<file path="config.mk">
export PLATFORM = sky130hd
export DESIGN_NAME = soft_reset_sequencer
export DESIGN_NICKNAME = d
export VERILOG_FILES = /design/src/rtl/rsq_pkg.sv /design/src/rtl/rsq_cycle_counter.sv /design/src/rtl/rsq_reg_port.sv /design/src/rtl/rsq_step_ctrl.sv /design/src/rtl/soft_reset_sequencer.sv
export SDC_FILE = /design/constraint.sdc
export NUM_CORES = 1
export LEC_CHECK = 0
export CORE_ASPECT_RATIO = 1.5
export CORE_UTILIZATION = 59
export CTS_BUF_LIST = sky130_fd_sc_hd__clkbuf_8
export CTS_CLUSTER_DIAMETER = 120
export DETAILED_ROUTE_END_ITERATION = 8
export DONT_BUFFER_PORTS = 1
export PLACE_DENSITY = 0.75
export SYNTH_ARGS = -nofsm -noshare
export SYNTH_HDL_FRONTEND = slang
export SYNTH_SLANG_ARGS = --single-unit
</file>
<file path="constraint.sdc">
create_clock -name clk -period 5.1 [get_ports clk]
set_clock_uncertainty 0.1 [all_clocks]
set_input_delay 0.51 -clock clk [delete_from_list [all_inputs] [get_ports clk]]
set_output_delay 0.51 -clock clk [all_outputs]
set_load 0.1 [all_outputs]
</file>
<file path="src/rtl/rsq_pkg.sv">
package rsq_pkg;

  localparam int WORD_W    = 32;
  localparam int RST_BIT   = 31;   // soft-reset control bit
  localparam int GATE_BIT  = 30;   // clock-gate control bit
  localparam int NUM_STEPS = 5;
  localparam int STEP_W    = $clog2(NUM_STEPS);

  typedef enum logic [1:0] {
    ST_IDLE   = 2'd0,
    ST_WRITE  = 2'd1,
    ST_SETTLE = 2'd2,
    ST_POLL   = 2'd3
  } seq_state_e;

  // One entry of the fixed write/poll program.
  typedef struct packed {
    logic wr_gate;    // 1: write targets the clock-gate bit, 0: soft-reset bit
    logic set_op;     // 1: set strobe, 0: clear strobe
    logic polled;     // 1: settle then poll after the write
    logic poll_gate;  // bit examined while polling
    logic want;       // value that ends the poll loop
  } step_t;

  function automatic step_t step_of(input logic [STEP_W-1:0] idx);
    step_t s;
    case (idx)
      3'd0:    s = '{wr_gate:1'b0, set_op:1'b0, polled:1'b1, poll_gate:1'b0, want:1'b0};
      3'd1:    s = '{wr_gate:1'b1, set_op:1'b0, polled:1'b0, poll_gate:1'b1, want:1'b0};
      3'd2:    s = '{wr_gate:1'b0, set_op:1'b1, polled:1'b1, poll_gate:1'b1, want:1'b1};
      3'd3:    s = '{wr_gate:1'b0, set_op:1'b0, polled:1'b1, poll_gate:1'b0, want:1'b0};
      3'd4:    s = '{wr_gate:1'b1, set_op:1'b0, polled:1'b1, poll_gate:1'b1, want:1'b0};
      default: s = '0;
    endcase
    return s;
  endfunction

  function automatic logic [WORD_W-1:0] mask_for(input logic gate_sel);
    logic [WORD_W-1:0] m;
    m = '0;
    if (gate_sel) m[GATE_BIT] = 1'b1;
    else          m[RST_BIT]  = 1'b1;
    return m;
  endfunction

  function automatic logic sample_ok(input logic [WORD_W-1:0] word, input step_t s);
    logic b;
    b = s.poll_gate ? word[GATE_BIT] : word[RST_BIT];
    return b == s.want;
  endfunction

endpackage

</file>
<file path="src/rtl/rsq_cycle_counter.sv">
module rsq_cycle_counter #(
  parameter int LIMIT = 8
) (
  input  logic clk,
  input  logic rst,
  input  logic clr,
  input  logic inc,
  output logic last
);
  localparam int CW = (LIMIT > 1) ? $clog2(LIMIT) : 1;
  localparam logic [CW-1:0] TOP = CW'(LIMIT - 1);

  logic [CW-1:0] cnt;

  always_ff @(posedge clk) begin
    if (rst || clr)          cnt <= '0;
    else if (inc && !last)   cnt <= cnt + CW'(1);
  end

  assign last = (cnt == TOP);

  assert_count_bound_R5: assert property (@(posedge clk) disable iff (rst)
    cnt <= TOP);

  assert_count_step_R5: assert property (@(posedge clk) disable iff (rst)
    (inc && !clr && !last) |=> (cnt == $past(cnt) + CW'(1)));

endmodule

</file>
<file path="src/rtl/rsq_reg_port.sv">
module rsq_reg_port
  import rsq_pkg::*;
(
  input  logic              clk,
  input  logic              rst,
  input  seq_state_e        state,
  input  step_t             cur,
  input  logic [WORD_W-1:0] rdata,
  output logic              set_we,
  output logic              clr_we,
  output logic [WORD_W-1:0] wmask,
  output logic              sample_hit
);
  logic wr_slot;

  assign wr_slot    = (state == ST_WRITE);
  assign set_we     = wr_slot &&  cur.set_op;
  assign clr_we     = wr_slot && !cur.set_op;
  assign wmask      = wr_slot ? mask_for(cur.wr_gate) : '0;
  assign sample_hit = sample_ok(rdata, cur);

  assert_single_strobe_R2: assert property (@(posedge clk) disable iff (rst)
    $onehot0({set_we, clr_we}));

  assert_mask_onehot_R2: assert property (@(posedge clk) disable iff (rst)
    (set_we || clr_we) |-> ($countones(wmask) == 1));

  assert_mask_quiet_R2: assert property (@(posedge clk) disable iff (rst)
    !(set_we || clr_we) |-> (wmask == '0));

endmodule

</file>
<file path="src/rtl/rsq_step_ctrl.sv">
module rsq_step_ctrl
  import rsq_pkg::*;
(
  input  logic              clk,
  input  logic              rst,
  input  logic              start,
  input  logic              settle_last,
  input  logic              poll_last,
  input  logic              sample_hit,
  output seq_state_e        state,
  output logic [STEP_W-1:0] step_idx,
  output step_t             cur,
  output logic              done,
  output logic              err
);
  logic final_step;
  logic poll_pass;
  logic poll_fail;

  assign cur        = step_of(step_idx);
  assign final_step = (step_idx == STEP_W'(NUM_STEPS - 1));
  assign poll_pass  = (state == ST_POLL) &&  sample_hit;
  assign poll_fail  = (state == ST_POLL) && !sample_hit && poll_last;

  always_ff @(posedge clk) begin
    if (rst) begin
      state    <= ST_IDLE;
      step_idx <= '0;
      done     <= 1'b0;
      err      <= 1'b0;
    end else begin
      done <= 1'b0;
      err  <= 1'b0;
      case (state)
        ST_IDLE: begin
          if (start) begin
            state    <= ST_WRITE;
            step_idx <= '0;
          end
        end
        ST_WRITE: begin
          if (cur.polled) state <= ST_SETTLE;
          else            step_idx <= step_idx + STEP_W'(1);
        end
        ST_SETTLE: begin
          if (settle_last) state <= ST_POLL;
        end
        ST_POLL: begin
          if (poll_pass) begin
            if (final_step) begin
              done  <= 1'b1;
              state <= ST_IDLE;
            end else begin
              step_idx <= step_idx + STEP_W'(1);
              state    <= ST_WRITE;
            end
          end else if (poll_fail) begin
            err   <= 1'b1;
            state <= ST_IDLE;
          end
        end
      endcase
    end
  end

  assert_reset_idle_R1: assert property (@(posedge clk)
    rst |=> (state == ST_IDLE && !done && !err));

  assert_settle_full_R3: assert property (@(posedge clk) disable iff (rst)
    (state == ST_POLL && $past(state) == ST_SETTLE) |-> $past(settle_last));

  assert_err_cause_R6: assert property (@(posedge clk) disable iff (rst)
    err |-> ($past(state) == ST_POLL && $past(poll_last) && !$past(sample_hit)));

  assert_done_pulse_R7: assert property (@(posedge clk) disable iff (rst)
    done |=> !done);

  assert_err_pulse_R6: assert property (@(posedge clk) disable iff (rst)
    err |=> !err);

  assert_restart_only_idle_R8: assert property (@(posedge clk) disable iff (rst)
    (state == ST_WRITE && step_idx == '0) |-> ($past(state) == ST_IDLE || $past(state) == ST_WRITE && $past(step_idx) == '0 && 1'b0 || $past(state) == ST_IDLE));

  assert_end_excl_R9: assert property (@(posedge clk) disable iff (rst)
    !(done && err));

  assert_end_idle_R9: assert property (@(posedge clk) disable iff (rst)
    (done || err) |-> (state == ST_IDLE));

endmodule

</file>
<file path="src/rtl/soft_reset_sequencer.sv">
module soft_reset_sequencer
  import rsq_pkg::*;
#(
  parameter int SETTLE_CYCLES = 8,
  parameter int MAX_POLLS     = 1024
) (
  input  logic              clk,
  input  logic              rst,
  input  logic              start_i,
  output logic              busy_o,
  output logic              done_o,
  output logic              error_o,
  output logic              set_we_o,
  output logic              clr_we_o,
  output logic [WORD_W-1:0] wmask_o,
  input  logic [WORD_W-1:0] rdata_i
);
  seq_state_e        state;
  logic [STEP_W-1:0] step_idx;
  step_t             cur;
  logic              settle_last;
  logic              poll_last;
  logic              sample_hit;
  logic              in_settle;
  logic              in_poll;

  assign in_settle = (state == ST_SETTLE);
  assign in_poll   = (state == ST_POLL);
  assign busy_o    = (state != ST_IDLE);

  rsq_step_ctrl u_ctrl (
    .clk        (clk),
    .rst        (rst),
    .start      (start_i),
    .settle_last(settle_last),
    .poll_last  (poll_last),
    .sample_hit (sample_hit),
    .state      (state),
    .step_idx   (step_idx),
    .cur        (cur),
    .done       (done_o),
    .err        (error_o)
  );

  rsq_cycle_counter #(.LIMIT(SETTLE_CYCLES)) u_settle (
    .clk (clk),
    .rst (rst),
    .clr (!in_settle),
    .inc (in_settle),
    .last(settle_last)
  );

  rsq_cycle_counter #(.LIMIT(MAX_POLLS)) u_polls (
    .clk (clk),
    .rst (rst),
    .clr (!in_poll),
    .inc (in_poll),
    .last(poll_last)
  );

  rsq_reg_port u_port (
    .clk       (clk),
    .rst       (rst),
    .state     (state),
    .cur       (cur),
    .rdata     (rdata_i),
    .set_we    (set_we_o),
    .clr_we    (clr_we_o),
    .wmask     (wmask_o),
    .sample_hit(sample_hit)
  );

  assert_strobe_when_busy_R2: assert property (@(posedge clk) disable iff (rst)
    (set_we_o || clr_we_o) |-> busy_o);

  assert_accept_start_R8: assert property (@(posedge clk) disable iff (rst)
    (start_i && !busy_o) |=> busy_o);

  assert_step_in_range_R2: assert property (@(posedge clk) disable iff (rst)
    step_idx <= STEP_W'(NUM_STEPS - 1));

endmodule

</file>
* Word-level counts from Yosys, hierarchy flattened
Index checks and enable logic that the tools add are counted.
** Cells by class
- Add/sub/neg operators :: 3
- Equal/unequal tests :: 17
- Mux-type cells :: 19
- Bitwise operators :: 2
- Reductions and logical operators :: 24
** Operator list (number)
- $mux 32 :: 1
- $pmux 5 s4 :: 1
- $mux 3 :: 4
- $add 10x1->10 const B :: 1
- $eq 10x10->1 const B :: 1
- $mux 2 :: 5
- $pmux 3 s3 :: 1
- $ne 2x2->1 const B :: 4
- $pmux 2 s4 :: 1
- $logic_and 1x1->1 :: 7
- $add 3x1->3 const B :: 2
- $eq 3x2->1 const B :: 2
- $eq 3x3->1 const B :: 2
- $logic_not 1->1 :: 6
- $mux 1 :: 6
- $reduce_or 3->1 :: 2
- $reduce_and 5->1 :: 1
- $eq 2x2->1 const B :: 2
- $ne 2x1->1 const B :: 2
- $reduce_and 4->1 :: 1
- $eq 3x1->1 const B :: 1
- $logic_not 3->1 :: 1
- $ne 3x1->1 const B :: 1
- $reduce_bool 3->1 :: 1
- other kinds (7) :: 9
** Storage, ports and cells
- Register bits after elaboration :: 20
- Output and inout bits :: 37

* Logic depth before layout (Yosys ltp)
- Depth after elaboration :: 11
- Mapped depth :: 7

* Modules after synthesis
From an unflattened synthesis, not the netlist that was laid out.
** Unflattened totals
- Cell total of the unflattened synthesis :: 184
- Area total of the unflattened synthesis :: 1610.3 um^2
** Modules (own cells, without submodules)
- rsq_cycle_counter (u_polls) :: times used 1, cells an instance 68, area an instance 593.1 um^2
- rsq_step_ctrl :: times used 1, cells an instance 59, area an instance 565.5 um^2
- rsq_reg_port :: times used 1, cells an instance 40, area an instance 276.5 um^2
- rsq_cycle_counter (u_settle) :: times used 1, cells an instance 12, area an instance 142.6 um^2
- soft_reset_sequencer :: times used 1, cells an instance 5, area an instance 32.5 um^2

* Worst setup path before layout
Ideal clock, no wire load.
- Path type :: register to output
- Start :: register u_ctrl.state[1]
- End :: output port clr_we_o
- Arrival time :: 2.207 ns
- Slack :: 2.283 ns
- Cell stages (with the launch flop) :: 5
- Path buffers :: 0
- Path through :: dfxtp_1 -> inv_1 -> ha_1 -> inv_1 -> a21oi_1
** Between the ends
- Longest elaborated chain between the ends :: 2
** RTL lines
- start, declared :: RTL line rsq_step_ctrl.sv:10 : output seq_state_e state,
- start signal, assigned :: RTL line rsq_step_ctrl.sv:27 : state <= ST_IDLE;
- start signal, assigned :: RTL line rsq_step_ctrl.sv:37 : state <= ST_WRITE;
- start signal, assigned :: RTL line rsq_step_ctrl.sv:42 : if (cur.polled) state <= ST_SETTLE;
- $eq 2x1->1 :: RTL line rsq_reg_port.sv:16 : assign wr_slot = (state == ST_WRITE);
- $logic_and 1x1->1 :: RTL line rsq_reg_port.sv:18 : assign clr_we = wr_slot && !cur.set_op;
- end, declared :: RTL line soft_reset_sequencer.sv:14 : output logic clr_we_o,
No other way between the ends.

* Worst setup path in the final report
- Start :: register u_ctrl.step_idx[0]
- End :: output port wmask_o[31]
** Between the ends
- Longest elaborated chain between the ends :: 5
** RTL lines
- start, declared :: RTL line rsq_step_ctrl.sv:11 : output logic [STEP_W-1:0] step_idx,
- start signal, assigned :: RTL line rsq_step_ctrl.sv:43 : else step_idx <= step_idx + STEP_W'(1);
- start signal, assigned :: RTL line rsq_step_ctrl.sv:54 : step_idx <= step_idx + STEP_W'(1);
- $eq 3x2->1 / $logic_not 3->1 (equally long branches) :: RTL line rsq_pkg.sv:27 : case (idx)
- $reduce_or 2->1 (no line)
- $pmux 5 s4 (*) :: RTL line rsq_pkg.sv:27
- $mux 1 (*) :: RTL line rsq_pkg.sv:41 : if (gate_sel) m[GATE_BIT] = 1'b1;
- $mux 32 (*) :: RTL line rsq_reg_port.sv:19 : assign wmask = wr_slot ? mask_for(cur.wr_gate) : '0;
- end, declared :: RTL line soft_reset_sequencer.sv:15 : output logic [WORD_W-1:0] wmask_o,
Every way passes the cells marked *; elsewhere a longest branch is shown, timed or not.

==> results by group <==
Run status
  – Status: finished, final reports clean

Logic synthesis
  – Warnings from Yosys: 0
  – Synth Instances: 161
  – Synth Area in Compound Gates: 0.122
  – Dominant synthesized flop cell: dfxtp_1
  – Mux cell area share after synthesis: 0.0396
  – Simple-Gate Fraction of Synth Area: 0.178
  – Post-synth EDFFs: 0
  – Synth Cell Area: 0.00139 mm²
  – Syn avg cell area: 8.64 µm²
  – Synth cell types: 38
  – Synth Area in Adders: 0.108
  – Sequential share of the synthesized area: 0.288
  – Largest family of logic cells by synthesized area: buffers and inverters
  – Post-synth ARST share: 0
  – Xor and xnor fraction of the mapped netlist area: 0.0629
  – Synthesis-stage register bit count: 20

Timing
  – Slew @ Worst Pin: 1180 ps
  – Sum Neg Setup Slack: 0 ps
  – Slew Viols, Final: 0
  – Final setup viols: 0
  – Final hold violations: 0
  – Final Cycle Share: 0.567
  – Minimum clock period: 2890 ps
  – RSZ-0062 raised after global routing: no
  – Max Freq: 346 MHz
  – Min Hold Slack: 213 ps
  – Max_slew headroom: 0.215

CTS
  – Post-CTS Setup Bufs: 0
  – Num CTS Buffers: 3
  – Clk Latency, worst-skew pair: 250 ps
  – TritonCTS clock tree: done
  – Register clock-pin slew on the reported worst setup and hold paths: 70 ps
  – Clk buf depth: 2
  – CTS Sinks: 20
  – Post-CTS sizing: 0
  – Htree depth: 1
  – Hold buffers post-CTS: 0
  – Clock Tree Root: clkbuf_8

Place
  – Placed Area: 0.00130 mm²
  – IO buf count: 0
  – Hpwl dp: 1.78 mm
  – RD Place Congestion: 0.709

Worst setup path
  – FF-to-FF End: u_ctrl.step_idx[2]
  – CP max-delay cell: and2_1
  – CP Data Required Time: 4490 ps
  – Critical path endpoint category: output pin
  – CP max stage delay: 820 ps
  – FF-to-FF Start: u_ctrl.step_idx[1]
  – Reg2Reg Setup Slack: 2910 ps
  – Worst EP arrival: 2280 ps
  – Crit-path max FO: 6
  – Startpoint types: register
  – CP Class: reg -> out
  – Worst R2R Path Depth: 7
  – CP cell instances: inv_1, ha_1, nand2_1, a21boi_0, and2_1
  – Critical Path Start: u_ctrl.step_idx[0]

Global route
  – Overall routing resource usage: 0.174
  – Maximum number of pins on one net before global-route repair: 11
  – Initial antenna violation count: 0
  – Overflow after GRT: 0
  – Vias in the first global route: 853
  – Global-route wire length before repair: 3.46 mm

Pwr
  – Leak: 0.596 nW
  – Power, Total: 0.644 mW
  – Worst VDD drop: 0.000431 V
  – P per Cell Area: 481 mW/mm²

Floorplanning
  – Die height: 61.5 µm
  – Core ar.: 0.00223 mm²
  – Die Area: 0.00256 mm²
  – Die X: 41.7 µm
  – Initial Util: 0.623
  – Ports: 72
  – Num rows: 21

Final layout
  – Area growth, synth to finish: -3.87%
  – Final instance area: 0.00134 mm²
  – Most frequent cells in the layout: conb_1 (30), dfxtp_1 (20), nor2_1 (17)
  – N_diodes: 0
  – Most common cell after layout, fill and taps aside: conb_1
  – Share of cells above drive strength 1: 0.0807
  – Fin util: 0.599
  – Net count, final: 210

Route
  – Post-DR vias/cell: 5.24
  – Residual DRC: 0
  – Initial DRC Count: 23
  – DR pass1 iterations: 4
  – Wire per inst: 12.1 µm
  – Antenna-violating nets left: 0
  – WL final: 2.22 mm
  – Total number of vias: 964

Worst hold path
  – Hold Crit Depth: 1
  – HP Start: rst
  – Tightest Hold Check Type: in -> reg
  – Worst hold endpoint: u_ctrl.step_idx[1]

Flow run
  – Max-Cap Viols: 0
-- worst max path at each step --
stage                        endpoint  slack (ps)  depth (start not counted)
final                     wmask_o[31]        2210                          5
after global routing      wmask_o[31]        2070                          5
after CTS                 wmask_o[31]        2190                          5
after detailed placement  wmask_o[31]        2480                          5
after global placement    wmask_o[31]        2580                          5
after floorplan              clr_we_o        2280                          4
-- per-stage QoR --
step                      cells  worst slack [ps]
after floorplan             190              2280
after global placement      181              2580
after detailed placement    181              2480
after CTS                   184              2190
after global routing        184              2070
final                       184              2210
-- logic make-up after synthesis --
family	count (synthesis)
flops	20
fa+ha+maj	12
compound gates	23
mux	5
xor+xnor	10
buf+inv	42
other cells	1
simple gates	48
-- worst max-delay path, delay by kind of cell, from the launching register on --
family | cells | cell delay (ps)
flip-flops | 1 | 430
AO/OA/AOI/OAI | 1 | 310
adder cells (fa/ha/maj) | 1 | 240
buffers and inverters | 1 | 100
AND/OR/NAND/NOR | 2 | 940
-- report_power, final --
| group | switching, mW | internal, mW |
|---|---|---|
| clock network | 0.0492 | 0.0525 |
| logic | 0.295 | 0.0664 |
| registers | 0.0131 | 0.168 |
-- synth_stat cells (2+ instances only) --
| cell | n | area share |
|---|---|---|
| o21ai_0 | 6 | 0.022 |
| ha_1 | 12 | 0.11 |
| nand3_1 | 3 | 0.011 |
| a221oi_1 | 2 | 0.013 |
| xnor2_1 | 2 | 0.013 |
| nor2_1 | 18 | 0.049 |
| nand4_1 | 2 | 0.0090 |
| buf_4 | 30 | 0.16 |
| a21oi_1 | 7 | 0.025 |
| inv_1 | 9 | 0.024 |
| mux2i_1 | 3 | 0.022 |
| dfxtp_1 | 20 | 0.29 |
| and3_1 | 8 | 0.036 |
| nand2b_1 | 4 | 0.018 |
| nand2_1 | 5 | 0.013 |
| xor2_1 | 8 | 0.050 |
-- area by class of cell --
cell class	count	area (µm²)
Fill cell	202	896
Multi-Input combinational cell	128	830
Tap cell	23	28.8
Inverter	10	37.5
Sequential cell	20	400
Clock buffer	3	41.3
-- sequential cells by signal, summed over array words and instances, names as in the netlist --
name             count
u_ctrl.err           1
u_ctrl.state         2
u_settle.cnt         3
u_polls.cnt         10
u_ctrl.done          1
u_ctrl.step_idx      3
-- metal layers --
layer	vias up	global-route usage	wire [µm]
li1	486	-	-
met1	450	0.175	878
met2	23	0.359	1250
met3	5	0.0205	58
met4	0	0.0691	31
met5	-	0	0
No activity file was read; power rests on OpenSTA's default activity.
